[src/rtl/srp_pkg.sv]
package srp_pkg;
  localparam int REG_W = 8;

  typedef enum logic [1:0] {ST_CMD, ST_WR, ST_RD} port_st_t;

  localparam logic [1:0] SEL_CTRL = 2'b00;
  localparam logic [1:0] SEL_MODE = 2'b01;
  localparam logic [1:0] SEL_FILT = 2'b10;
  localparam logic [1:0] SEL_DATA = 2'b11;

  localparam logic [REG_W-1:0] MODE_RST = 8'h02;
  localparam logic [REG_W-1:0] FILT_RST = 8'h04;

  // status: not-ready, two zero bits, 0, two fixed ones, channel
  function automatic logic [REG_W-1:0] status_byte(input logic avail, input logic [1:0] ch);
    return {~avail, 3'b000, 2'b11, ch};
  endfunction

  function automatic logic [1:0] cmd_sel(input logic [REG_W-1:0] b);
    return b[5:4];
  endfunction

  function automatic logic cmd_is_read(input logic [REG_W-1:0] b);
    return b[3];
  endfunction

  function automatic logic cmd_stream_on(input logic [REG_W-1:0] b);
    return b[7:2] == 6'b001111;
  endfunction

  function automatic logic cmd_stream_off(input logic [REG_W-1:0] b);
    return b[7:2] == 6'b001110;
  endfunction
endpackage

[src/rtl/srp_sync.sv]
module srp_sync #(
  parameter int STAGES = 2,
  parameter int W = 3,
  parameter logic [W-1:0] RST_VAL = '0
) (
  input  logic         clk,
  input  logic         rst_n,
  input  logic [W-1:0] d_in,
  output logic [W-1:0] q
);
  logic [W-1:0] chain [STAGES];

  for (genvar s = 0; s < STAGES; s++) begin : g_stage
    always_ff @(posedge clk or negedge rst_n) begin
      if (!rst_n) chain[s] <= RST_VAL;
      else if (s == 0) chain[s] <= d_in;
      else chain[s] <= chain[(s == 0) ? 0 : s-1];
    end
  end

  assign q = chain[STAGES-1];
endmodule

[src/rtl/srp_ones.sv]
module srp_ones #(
  parameter int RUN = 32
) (
  input  logic clk,
  input  logic rst_n,
  input  logic clr,
  input  logic step,
  input  logic bit_in,
  output logic hit
);
  localparam int CW = $clog2(RUN + 1);
  logic [CW-1:0] run_q;

  assign hit = step & bit_in & (run_q == CW'(RUN - 1));

  always_ff @(posedge clk or negedge rst_n) begin
    if (!rst_n) run_q <= '0;
    else if (clr || hit) run_q <= '0;
    else if (step) run_q <= bit_in ? run_q + 1'b1 : '0;
  end

  p_run_bound_r10: assert property (@(posedge clk) disable iff (!rst_n)
    run_q < CW'(RUN));
endmodule

[src/rtl/ser_reg_port.sv]
module ser_reg_port
  import srp_pkg::*;
#(
  parameter int DATA_W = 24,
  parameter int SYNC_STAGES = 2,
  parameter int RESYNC_ONES = 32
) (
  input  logic              clk,
  input  logic              rst_n,
  input  logic              cs_n,
  input  logic              sclk,
  input  logic              sdi,
  input  logic [DATA_W-1:0] res_data,
  input  logic              res_strobe,
  output logic              sdo,
  output logic              sdo_oe,
  output logic [REG_W-1:0]  mode_reg,
  output logic [REG_W-1:0]  filt_reg,
  output logic [1:0]        chan_sel,
  output logic              restart
);
  localparam int TCW = $clog2(DATA_W);
  localparam int BCW = $clog2(REG_W);
  localparam int PAD = DATA_W - REG_W;

  // synchronised pins: {cs_n, sclk, sdi}
  logic [2:0] pins_s;
  logic cs_s, sclk_s, sdi_s, sclk_d;

  srp_sync #(.STAGES(SYNC_STAGES), .W(3), .RST_VAL(3'b110)) u_sync (
    .clk(clk), .rst_n(rst_n), .d_in({cs_n, sclk, sdi}), .q(pins_s));

  assign {cs_s, sclk_s, sdi_s} = pins_s;

  always_ff @(posedge clk or negedge rst_n) begin
    if (!rst_n) sclk_d <= 1'b1;
    else sclk_d <= sclk_s;
  end

  // named events
  wire rise_ev = sclk_s & ~sclk_d & ~cs_s;
  wire fall_ev = ~sclk_s & sclk_d & ~cs_s;
  logic ones_hit;

  srp_ones #(.RUN(RESYNC_ONES)) u_ones (
    .clk(clk), .rst_n(rst_n), .clr(cs_s), .step(rise_ev), .bit_in(sdi_s), .hit(ones_hit));

  port_st_t st;
  logic [BCW-1:0] bit_cnt;
  logic [REG_W-2:0] cmd_sr;
  logic [REG_W-1:0] rx_sr;
  logic [1:0] wsel_q;
  logic [DATA_W-1:0] tx_sr;
  logic [TCW-1:0] tx_cnt, tx_last;
  logic tx_active, tx_is_data, sdo_q, avail_q, stream_q;
  logic [REG_W-1:0] mode_q, filt_q;
  logic [1:0] chan_q;
  logic restart_q;

  wire [REG_W-1:0] cmd_byte = {cmd_sr, sdi_s};
  wire cmd_done   = rise_ev && !ones_hit && st == ST_CMD && bit_cnt == BCW'(REG_W-1);
  wire wr_done    = rise_ev && !ones_hit && st == ST_WR  && bit_cnt == BCW'(REG_W-1);
  wire tx_done    = rise_ev && !ones_hit && tx_active && tx_cnt == tx_last;
  wire data_done  = tx_done && tx_is_data;
  wire strm_start = fall_ev && !ones_hit && !tx_active && stream_q && avail_q;
  wire wen_skip   = rise_ev && st == ST_CMD && bit_cnt == '0 && sdi_s;

  // value loaded for a register read
  logic [DATA_W-1:0] rd_val;
  always_comb begin
    case (cmd_sel(cmd_byte))
      SEL_CTRL: rd_val = {status_byte(avail_q, cmd_byte[1:0]), PAD'(0)};
      SEL_MODE: rd_val = {mode_q, PAD'(0)};
      SEL_FILT: rd_val = {filt_q, PAD'(0)};
      default:  rd_val = res_data;
    endcase
  end

  always_ff @(posedge clk or negedge rst_n) begin
    if (!rst_n) avail_q <= 1'b0;
    else avail_q <= res_strobe | (avail_q & ~ones_hit & ~data_done);
  end

  always_ff @(posedge clk or negedge rst_n) begin
    if (!rst_n) begin
      st <= ST_CMD; bit_cnt <= '0; cmd_sr <= '0; rx_sr <= '0; wsel_q <= SEL_CTRL;
      tx_sr <= '0; tx_cnt <= '0; tx_last <= '0; tx_active <= 1'b0; tx_is_data <= 1'b0;
      sdo_q <= 1'b1; stream_q <= 1'b0; mode_q <= MODE_RST; filt_q <= FILT_RST;
      chan_q <= 2'b00; restart_q <= 1'b0;
    end else begin
      restart_q <= 1'b0;
      if (ones_hit) begin
        st <= ST_CMD; bit_cnt <= '0; tx_active <= 1'b0; stream_q <= 1'b0;
        mode_q <= MODE_RST; filt_q <= FILT_RST; chan_q <= 2'b00;
      end else if (cs_s) begin
        st <= ST_CMD; bit_cnt <= '0; tx_active <= 1'b0;
      end else if (rise_ev) begin
        if (tx_active) begin
          tx_cnt <= tx_cnt + 1'b1;
          if (tx_done) begin
            tx_active <= 1'b0;
            if (st == ST_RD) st <= ST_CMD;
          end
        end
        case (st)
          ST_CMD: begin
            if (!wen_skip) begin
              cmd_sr <= {cmd_sr[REG_W-3:0], sdi_s};
              bit_cnt <= bit_cnt + 1'b1;
            end
            if (cmd_done) begin
              bit_cnt <= '0;
              if (stream_q) begin
                if (cmd_stream_off(cmd_byte) && avail_q) stream_q <= 1'b0;
              end else begin
                chan_q <= cmd_byte[1:0];
                if (cmd_is_read(cmd_byte)) begin
                  if (cmd_stream_on(cmd_byte)) stream_q <= 1'b1;
                  else begin
                    st <= ST_RD; tx_sr <= rd_val; tx_cnt <= '0; tx_active <= 1'b1;
                    tx_is_data <= cmd_sel(cmd_byte) == SEL_DATA;
                    tx_last <= (cmd_sel(cmd_byte) == SEL_DATA) ? TCW'(DATA_W-1) : TCW'(REG_W-1);
                  end
                end else if (cmd_sel(cmd_byte) == SEL_MODE || cmd_sel(cmd_byte) == SEL_FILT) begin
                  st <= ST_WR; wsel_q <= cmd_sel(cmd_byte);
                end
              end
            end
          end
          ST_WR: begin
            rx_sr <= {rx_sr[REG_W-2:0], sdi_s};
            bit_cnt <= bit_cnt + 1'b1;
            if (wr_done) begin
              bit_cnt <= '0; st <= ST_CMD; restart_q <= 1'b1;
              if (wsel_q == SEL_MODE) mode_q <= {rx_sr[REG_W-2:0], sdi_s};
              else filt_q <= {rx_sr[REG_W-2:0], sdi_s};
            end
          end
          default: ;
        endcase
      end else if (fall_ev) begin
        if (tx_active) begin
          sdo_q <= tx_sr[DATA_W-1];
          tx_sr <= {tx_sr[DATA_W-2:0], 1'b0};
        end else if (strm_start) begin
          sdo_q <= res_data[DATA_W-1];
          tx_sr <= {res_data[DATA_W-2:0], 1'b0};
          tx_active <= 1'b1; tx_is_data <= 1'b1; tx_cnt <= '0; tx_last <= TCW'(DATA_W-1);
        end
      end
    end
  end

  assign sdo      = tx_active ? sdo_q : ~avail_q;
  assign sdo_oe   = ~cs_s;
  assign mode_reg = mode_q;
  assign filt_reg = filt_q;
  assign chan_sel = chan_q;
  assign restart  = restart_q;

  p_wen_hold_r2: assert property (@(posedge clk) disable iff (!rst_n)
    wen_skip && !ones_hit |=> bit_cnt == '0 && st == ST_CMD);
  p_restart_pulse_r4: assert property (@(posedge clk) disable iff (!rst_n)
    restart_q |=> !restart_q);
  p_out_on_fall_r5: assert property (@(posedge clk) disable iff (!rst_n)
    !fall_ev |=> $stable(sdo_q));
  p_ready_clear_r7: assert property (@(posedge clk) disable iff (!rst_n)
    data_done && !res_strobe |=> !avail_q);
  p_ones_reset_r10: assert property (@(posedge clk) disable iff (!rst_n)
    ones_hit |=> mode_q == MODE_RST && filt_q == FILT_RST && !stream_q && st == ST_CMD);
  p_cs_abort_r11: assert property (@(posedge clk) disable iff (!rst_n)
    cs_s |=> st == ST_CMD && !tx_active);
endmodule

[config.mk]
export PLATFORM = sky130hd
export DESIGN_NAME = ser_reg_port
export DESIGN_NICKNAME = d
export VERILOG_FILES = /design/src/rtl/srp_pkg.sv /design/src/rtl/srp_sync.sv /design/src/rtl/srp_ones.sv /design/src/rtl/ser_reg_port.sv
export SDC_FILE = /design/constraint.sdc
export NUM_CORES = 1
export LEC_CHECK = 0
export BUFFER_PORTS_ARGS = -buffer_cell sky130_fd_sc_hd__buf_2
export CAP_MARGIN = 20
export CORE_ASPECT_RATIO = 0.7
export CORE_MARGIN = 2
export CORE_UTILIZATION = 55
export CTS_CLUSTER_DIAMETER = 40
export DETAILED_ROUTE_END_ITERATION = 6
export PLACE_DENSITY = 0.75
export SLEW_MARGIN = 20
export SYNTH_ARGS = -nofsm -noshare
export SYNTH_HDL_FRONTEND = slang
export SYNTH_SLANG_ARGS = --single-unit
[constraint.sdc]
create_clock -name clk -period 2.24 [get_ports clk]
set_input_delay 0.448 -clock clk [delete_from_list [all_inputs] [get_ports clk]]
set_output_delay 0.448 -clock clk [all_outputs]
set_load 0.01 [all_outputs]
==> metrics.md, run 1 <==
| Metric | Value |
|---|---|
| Status | complete, but fails checks |
| Violated checks | negative hold slack |
| Fin worst setup slack | roughly 0.077 ns |
| PD cells | 865 mW/mm² |
| Crit end category | register |
| Fmax | 0.462 GHz |
| Crit path arrival time | ~2.4 ns |
| Final #Nets | 532 |
| Grt ovf | 0 |
| Area share of the largest cell type after synthesis | 42.6% |
| Crit path kind | reg -> reg |
| CTS H-tree lvls | 3 |
| Slew HR | 47.2% |
| Die Area | a little over 0.009 mm² |
| Period utilization | 96.6% |
| Final core occ | 65.4% |
| Ant diodes | 0 |
| Postcts setup bufs | 0 |
| FFs w/ async S/R, synth | between 90% and 100% |
| Slew Limit Fails | 0 |
| IO buf count | 50 |
| HP Class | in -> async |
| Levels on crit path | 6 |
| Wirelength, routed | 10,800 µm |
| Worst-margin pin slew | 0.791 ns |
| Max_cap viols | 0 |
| Max reg flops | 24 |
| DR pass1 iterations | 5 |
| Number of global-route vias before repair | 3,543 |
| Leak Pwr | 2.44 nW |
| Row cnt | 28 |
| Crit path max-delay family | simple AND/OR/NAND/NOR gates |
| Min Tclk post-route | 2.16 ns |
| Setup crit end | tx_sr[11] |
| Clock root cell | clkbuf_16 |
| Post_cts resized | 0 |
| Residual DRC count | 0 |
| Hold buffers post-CTS | 0 |
| Initial Util | around 56% |
| Layout Cells excl Fill | 602 |
| Worst r2r src | cmd_sr[3] |
| Synth Cell Area | 0.00470 mm² |
| Total global-route track usage | between 20% and 30% |
| CTS max path bufs | 2 |
| Fill cells | ~670 |
| Finished Cell Area | 0.00548 mm² |
| Crit-path slowest cell | nor4bb_1 |
| Hpwl dp | 7370 µm |
| CTS Buf Count | 9 |
| Share of layout cells above drive strength 1 | between 20% and 30% |
| Crit-path max FO | 25 |
| Routed vias/inst | 6.13 |
| Pre-CTS setup slack | 0.0818 ns |
| First DRT Iteration DRCs | 219 |
| Final setup violation count | 0 |
| GPL Wtd Cong | 0.895 |
| DR WL/cell | 18.0 µm |
| Post-synth top flop | dfrtp_1 |
| Core Region | 0.00837 mm² |
| Initial antenna violation count | 1 |
| CP Cell Sequence | ha_1 -> nor4bb_1 -> a21boi_2 -> o211ai_4 -> buf_12 -> mux2_2 |
| Worst path max stage delay | 0.53 ns |
| Post-Syn Nets | 474 |
| Yosys reg bits | 88 |
| Syn avg cell area | 10.8 µm² |
| Synthesized instance count | 434 |
| Cells after DPL | 586 |
| Max VDD drop | between 0.0005 and 0.0006 V |
| R2r endpoint | tx_sr[11] |
| Startpoint Class | register |
| Synth area leaders | dfrtp_1, mux2_2, mux2i_1 |
| Hold Violations, Final | 11 |
| Critical Path Start | cmd_sr[3] |
| Seq/Total Area, Yosys | a little under half |
| TritonCTS clock tree | built |
| Die width | 115 µm |
| Most frequent cell after synthesis | dfrtp_1 |
| I/O pin cnt | 51 |
| Worst hold slack | -0.00598 ns |
| Worst-skew pair later-pin latency | 0.35 ns |
| Req. time, crit path | roughly 2.5 ns |
| Layout Skew | 0.00900 ns |
| # clock sinks | 88 |
| Number of synthesized flops with an enable pin | 0 |
| Vias | 3,693 |
| Synth cell types | 65 |
| Synth warn | 0 |
| R2r setup slk | 0.08 ns |
| Largest net degree at the start of global routing | 68 |
| Worst-path clk slew | about 0.070 ns |
| Area after DPL | 0.00515 mm² |
| Post-route ant nets | 0 |
| Die span in y | 81.4 µm |
| First-pass GRT wire length | 18,000 µm |
| Post-synth top area cell | dfrtp_1 |
| Reg2Reg Depth | 6 |
| Setup TNS Final | 0 ns |
| Synth cell count leaders | dfrtp_1, o21ai_0, mux2_2, nand3_1, mux2i_1 |
| Tot Pwr | about 4.7 mW |
| Buf/Inv on CP | 1 |
| Area grow syn2layout | 16.5% |
[layout make-up]
type                    count  area [µm²]  area share, %
clock buffers              11         253           4.61
multi-input cells         304        2300           42.0
inverters                  18        67.6           1.23
flip-flops and latches     88        2210           40.4
repair buffers             71         448           8.18
well taps                 105         131           2.40
clock inverters             5        63.8           1.16
[layout by cell type (no fill, tap or decap), types with 6 or more instances in the layout]
cell       instances
mux2_2            36
buf_2             49
nor2_1            13
nand3_1           35
buf_4             19
ha_1              10
dfstp_2            8
o21ai_0           47
a211oi_1           6
o211ai_1           7
dfrtp_1           80
nand2_1           16
inv_1             17
a21oi_1           14
clkbuf_16          9
mux2i_1           32
[where the power goes]
group	total (mW)	switching (mW)	internal (mW)
combinational	1.06	0.515	0.542
sequential	2.10	0.202	1.90
clock	1.58	0.648	0.933
[layer usage]
metal,GRT usage [%],routed length [µm],vias up
li1,-,-,1726
met1,35.1,5050,1819
met2,38.9,4950,137
met3,7.01,750,11
met4,5.98,77,0
met5,0,0,-
[worst min-delay path by stage]
stage,from,end,slack [ns]
floorplan,rst_n,avail_q,0.15
global placement,u_sync.chain[3],u_sync.q[0],0.34
detailed placement,u_sync.chain[4],u_sync.q[1],0.35
CTS,rst_n,tx_sr[11],0.003
global route,rst_n,tx_sr[12],0.005
finish,rst_n,tx_sr[12],-0.006
[cell families (layout without fill, tap and decap cells)]
logic type | count (synthesis) | count (layout) | synth area share, %
AO/OA/AOI/OAI | 111 | 111 | 15.9
AND/OR/NAND/NOR | 107 | 107 | 13.0
flip-flops | 88 | 88 | 47.0
multiplexers | 70 | 70 | 16.1
buffers and inverters | 42 | 105 | 4.23
adder cells (fa/ha/maj) | 10 | 10 | 2.66
XOR/XNOR | 6 | 6 | 1.12
No activity file was read; power rests on OpenSTA's default activity.
==> run 2: changes to the inputs <==
--- a/config.mk
+++ b/config.mk
@@ -12,6 +12,7 @@
 export CORE_UTILIZATION = 55
 export CTS_CLUSTER_DIAMETER = 40
 export DETAILED_ROUTE_END_ITERATION = 6
+export MAX_ROUTING_LAYER = met4
 export PLACE_DENSITY = 0.75
 export SLEW_MARGIN = 20
 export SYNTH_ARGS = -nofsm -noshare
==> run 2 against run 1 <==
- the run still ends with negative hold slack left
- utilization hardly changed
- critical path type unchanged
- total power shrank 0.15%
- sequential power about the same
- wire length about the same
==> metrics.md, run 2 (same netlist as run 1, synthesis figures left out) <==
| Metric | Value |
|---|---|
| Worst-path clk slew | around 0.07 ns |
| Die Area | 0.00932 mm² |
| Die span in y | 81.4 µm |
| TritonCTS clock tree | built |
| PD cells | 863 mW/mm² |
| # clock sinks | 88 |
| Layout Skew | 0.00926 ns |
| IO buf count | 50 |
| Grt ovf | 0 |
| Crit end category | register |
| Startpoint Class | register |
| Slew HR | 46.9% |
| Crit path arrival time | roughly 2.4 ns |
| Req. time, crit path | 2.46 ns |
| Wirelength, routed | 10,800 µm |
| Status | complete, but fails checks |
| Hold buffers post-CTS | 0 |
| CTS max path bufs | 2 |
| Clock root cell | clkbuf_16 |
| Postcts setup bufs | 0 |
| Crit-path slowest cell | nor4bb_1 |
| Largest net degree at the start of global routing | 68 |
| CP Cell Sequence | ha_1 -> nor4bb_1 -> a21boi_2 -> o211ai_4 -> buf_12 -> mux2_2 |
| I/O pin cnt | a little over 50 |
| Crit-path max FO | 25 |
| HP Class | in -> async |
| Initial Util | 56.2% |
| First DRT Iteration DRCs | 258 |
| Share of layout cells above drive strength 1 | 29.2% |
| Residual DRC count | 0 |
| Commonest non-fill, non-tap cell in the layout | dfrtp_1 |
| Hpwl dp | 7370 µm |
| Slew Limit Fails | 0 |
| DR WL/cell | 17.9 µm |
| Vias | 3,695 |
| Die width | 115 µm |
| Period utilization | 96.3% |
| Min Tclk post-route | 2.16 ns |
| CTS Buf Count | 9 |
| Commonest non-fill, non-tap cells in the layout | dfrtp_1, buf_2, o21ai_0 |
| Number of global-route vias before repair | 3,544 |
| CTS H-tree lvls | 3 |
| Initial antenna violation count | 1 |
| Cells after DPL | approximately 590 |
| Tot Pwr | 4.73 mW |
| Fin worst setup slack | between 0.08 and 0.09 ns |
| GPL Wtd Cong | roughly 0.91 |
| Max reg flops | 24 |
| Pre-CTS setup slack | slightly above 0.08 ns |
| Final setup violation count | 0 |
| Area grow syn2layout | 16.5% |
| First-pass GRT wire length | 18,000 µm |
| Row cnt | 28 |
| DR pass1 iterations | 5 |
| Worst hold slack | -0.00409 ns |
| Layout Cells excl Fill | roughly 600 |
| Post-route ant nets | 0 |
| Final #Nets | around 530 |
| Fmax | 0.463 GHz |
| Max_cap viols | 0 |
| Violated checks | negative hold slack |
| Total global-route track usage | about a quarter |
| Area after DPL | 0.00515 mm² |
| Finished Cell Area | roughly 0.0055 mm² |
| Crit path kind | reg -> reg |
| Leak Pwr | 2.44 nW |
| Max VDD drop | 0.000501 V |
| Worst path max stage delay | 0.52 ns |
| Routed vias/inst | 6.13 |
| Core Region | 0.00837 mm² |
| Worst-margin pin slew | 0.796 ns |
| Hold Violations, Final | 10 |
| Worst-skew pair later-pin latency | 0.34 ns |
-- run 2: where the power goes --
part / total [mW] / switching, mW / leakage [nW] / internal [mW]
clock network: 1.57 / 0.638 / 0.152 / 0.933
registers: 2.10 / 0.200 / 1.13 / 1.90
logic: 1.06 / 0.520 / 1.16 / 0.543
total: 4.73 / 1.36 / 2.44 / 3.37
-- run 2: stage by stage --
step / setup TNS (ns) / utilization (%)
after floorplan: 0 / -
after global placement: 0 / 61.5
after detailed placement: 0 / 61.5
after CTS: 0 / 65.3
after global routing: -0.00638 / 65.5
final: 0 / 65.5
-- run 2: routing by layer --
layer  track usage, %  part of all wire [%]  routed length, µm
met5                -                     0                  0
met4             5.98                  0.49                 53
met3             7.01                   6.4                691
met2             38.5                    46               4940
met1             35.4                    47               5130
-- run 2: worst max-delay path: cells and delay by family, from the launching register on --
| kind | cells | cell delay [ns] |
|---|---|---|
| adders and majority gates | 1 | 0.21 |
| and+or+nand+nor | 1 | 0.52 |
| buffers and inverters | 1 | 0.21 |
| DFF | 1 | 0.35 |
| muxes | 1 | 0.35 |
| AOI/OAI and AO/OA | 2 | 0.38 |
-- run 2: area by class of cell --
type | instances | area [µm²]
fill | 668 | 2890
multi-input combinational | 304 | 2300
sequential | 88 | 2210
timing repair buffer | 71 | 448
clock buffer | 11 | 253
tap | 105 | 131
inverter | 18 | 67.6
clock inverter | 5 | 63.8
antenna | 1 | 2.50
-- run 2: worst paths after layout --
| kind | from | endpoint | slack (ns) | cells after the start |
|---|---|---|---|---|
| min in group clk | sclk | u_sync.chain[4] | 0.20 | 1 |
| hold / removal | rst_n | tx_sr[12] | -0.004 | 1 |
| hold reg to reg | u_sync.chain[5] | u_sync.q[2] | 0.36 | 0 |
| setup reg to reg | cmd_sr[3] | tx_sr[11] | 0.08 | 6 |
| max in group asynchronous | rst_n | filt_reg[2] | 1.56 | 2 |
| setup / recovery | cmd_sr[3] | tx_sr[11] | 0.08 | 6 |
-- run 2: repair_timing --
item                       in CTS  in global routing
setup endpoints to repair       0                 11
gates resized for setup         0                  2
hold endpoints to repair        0                  0
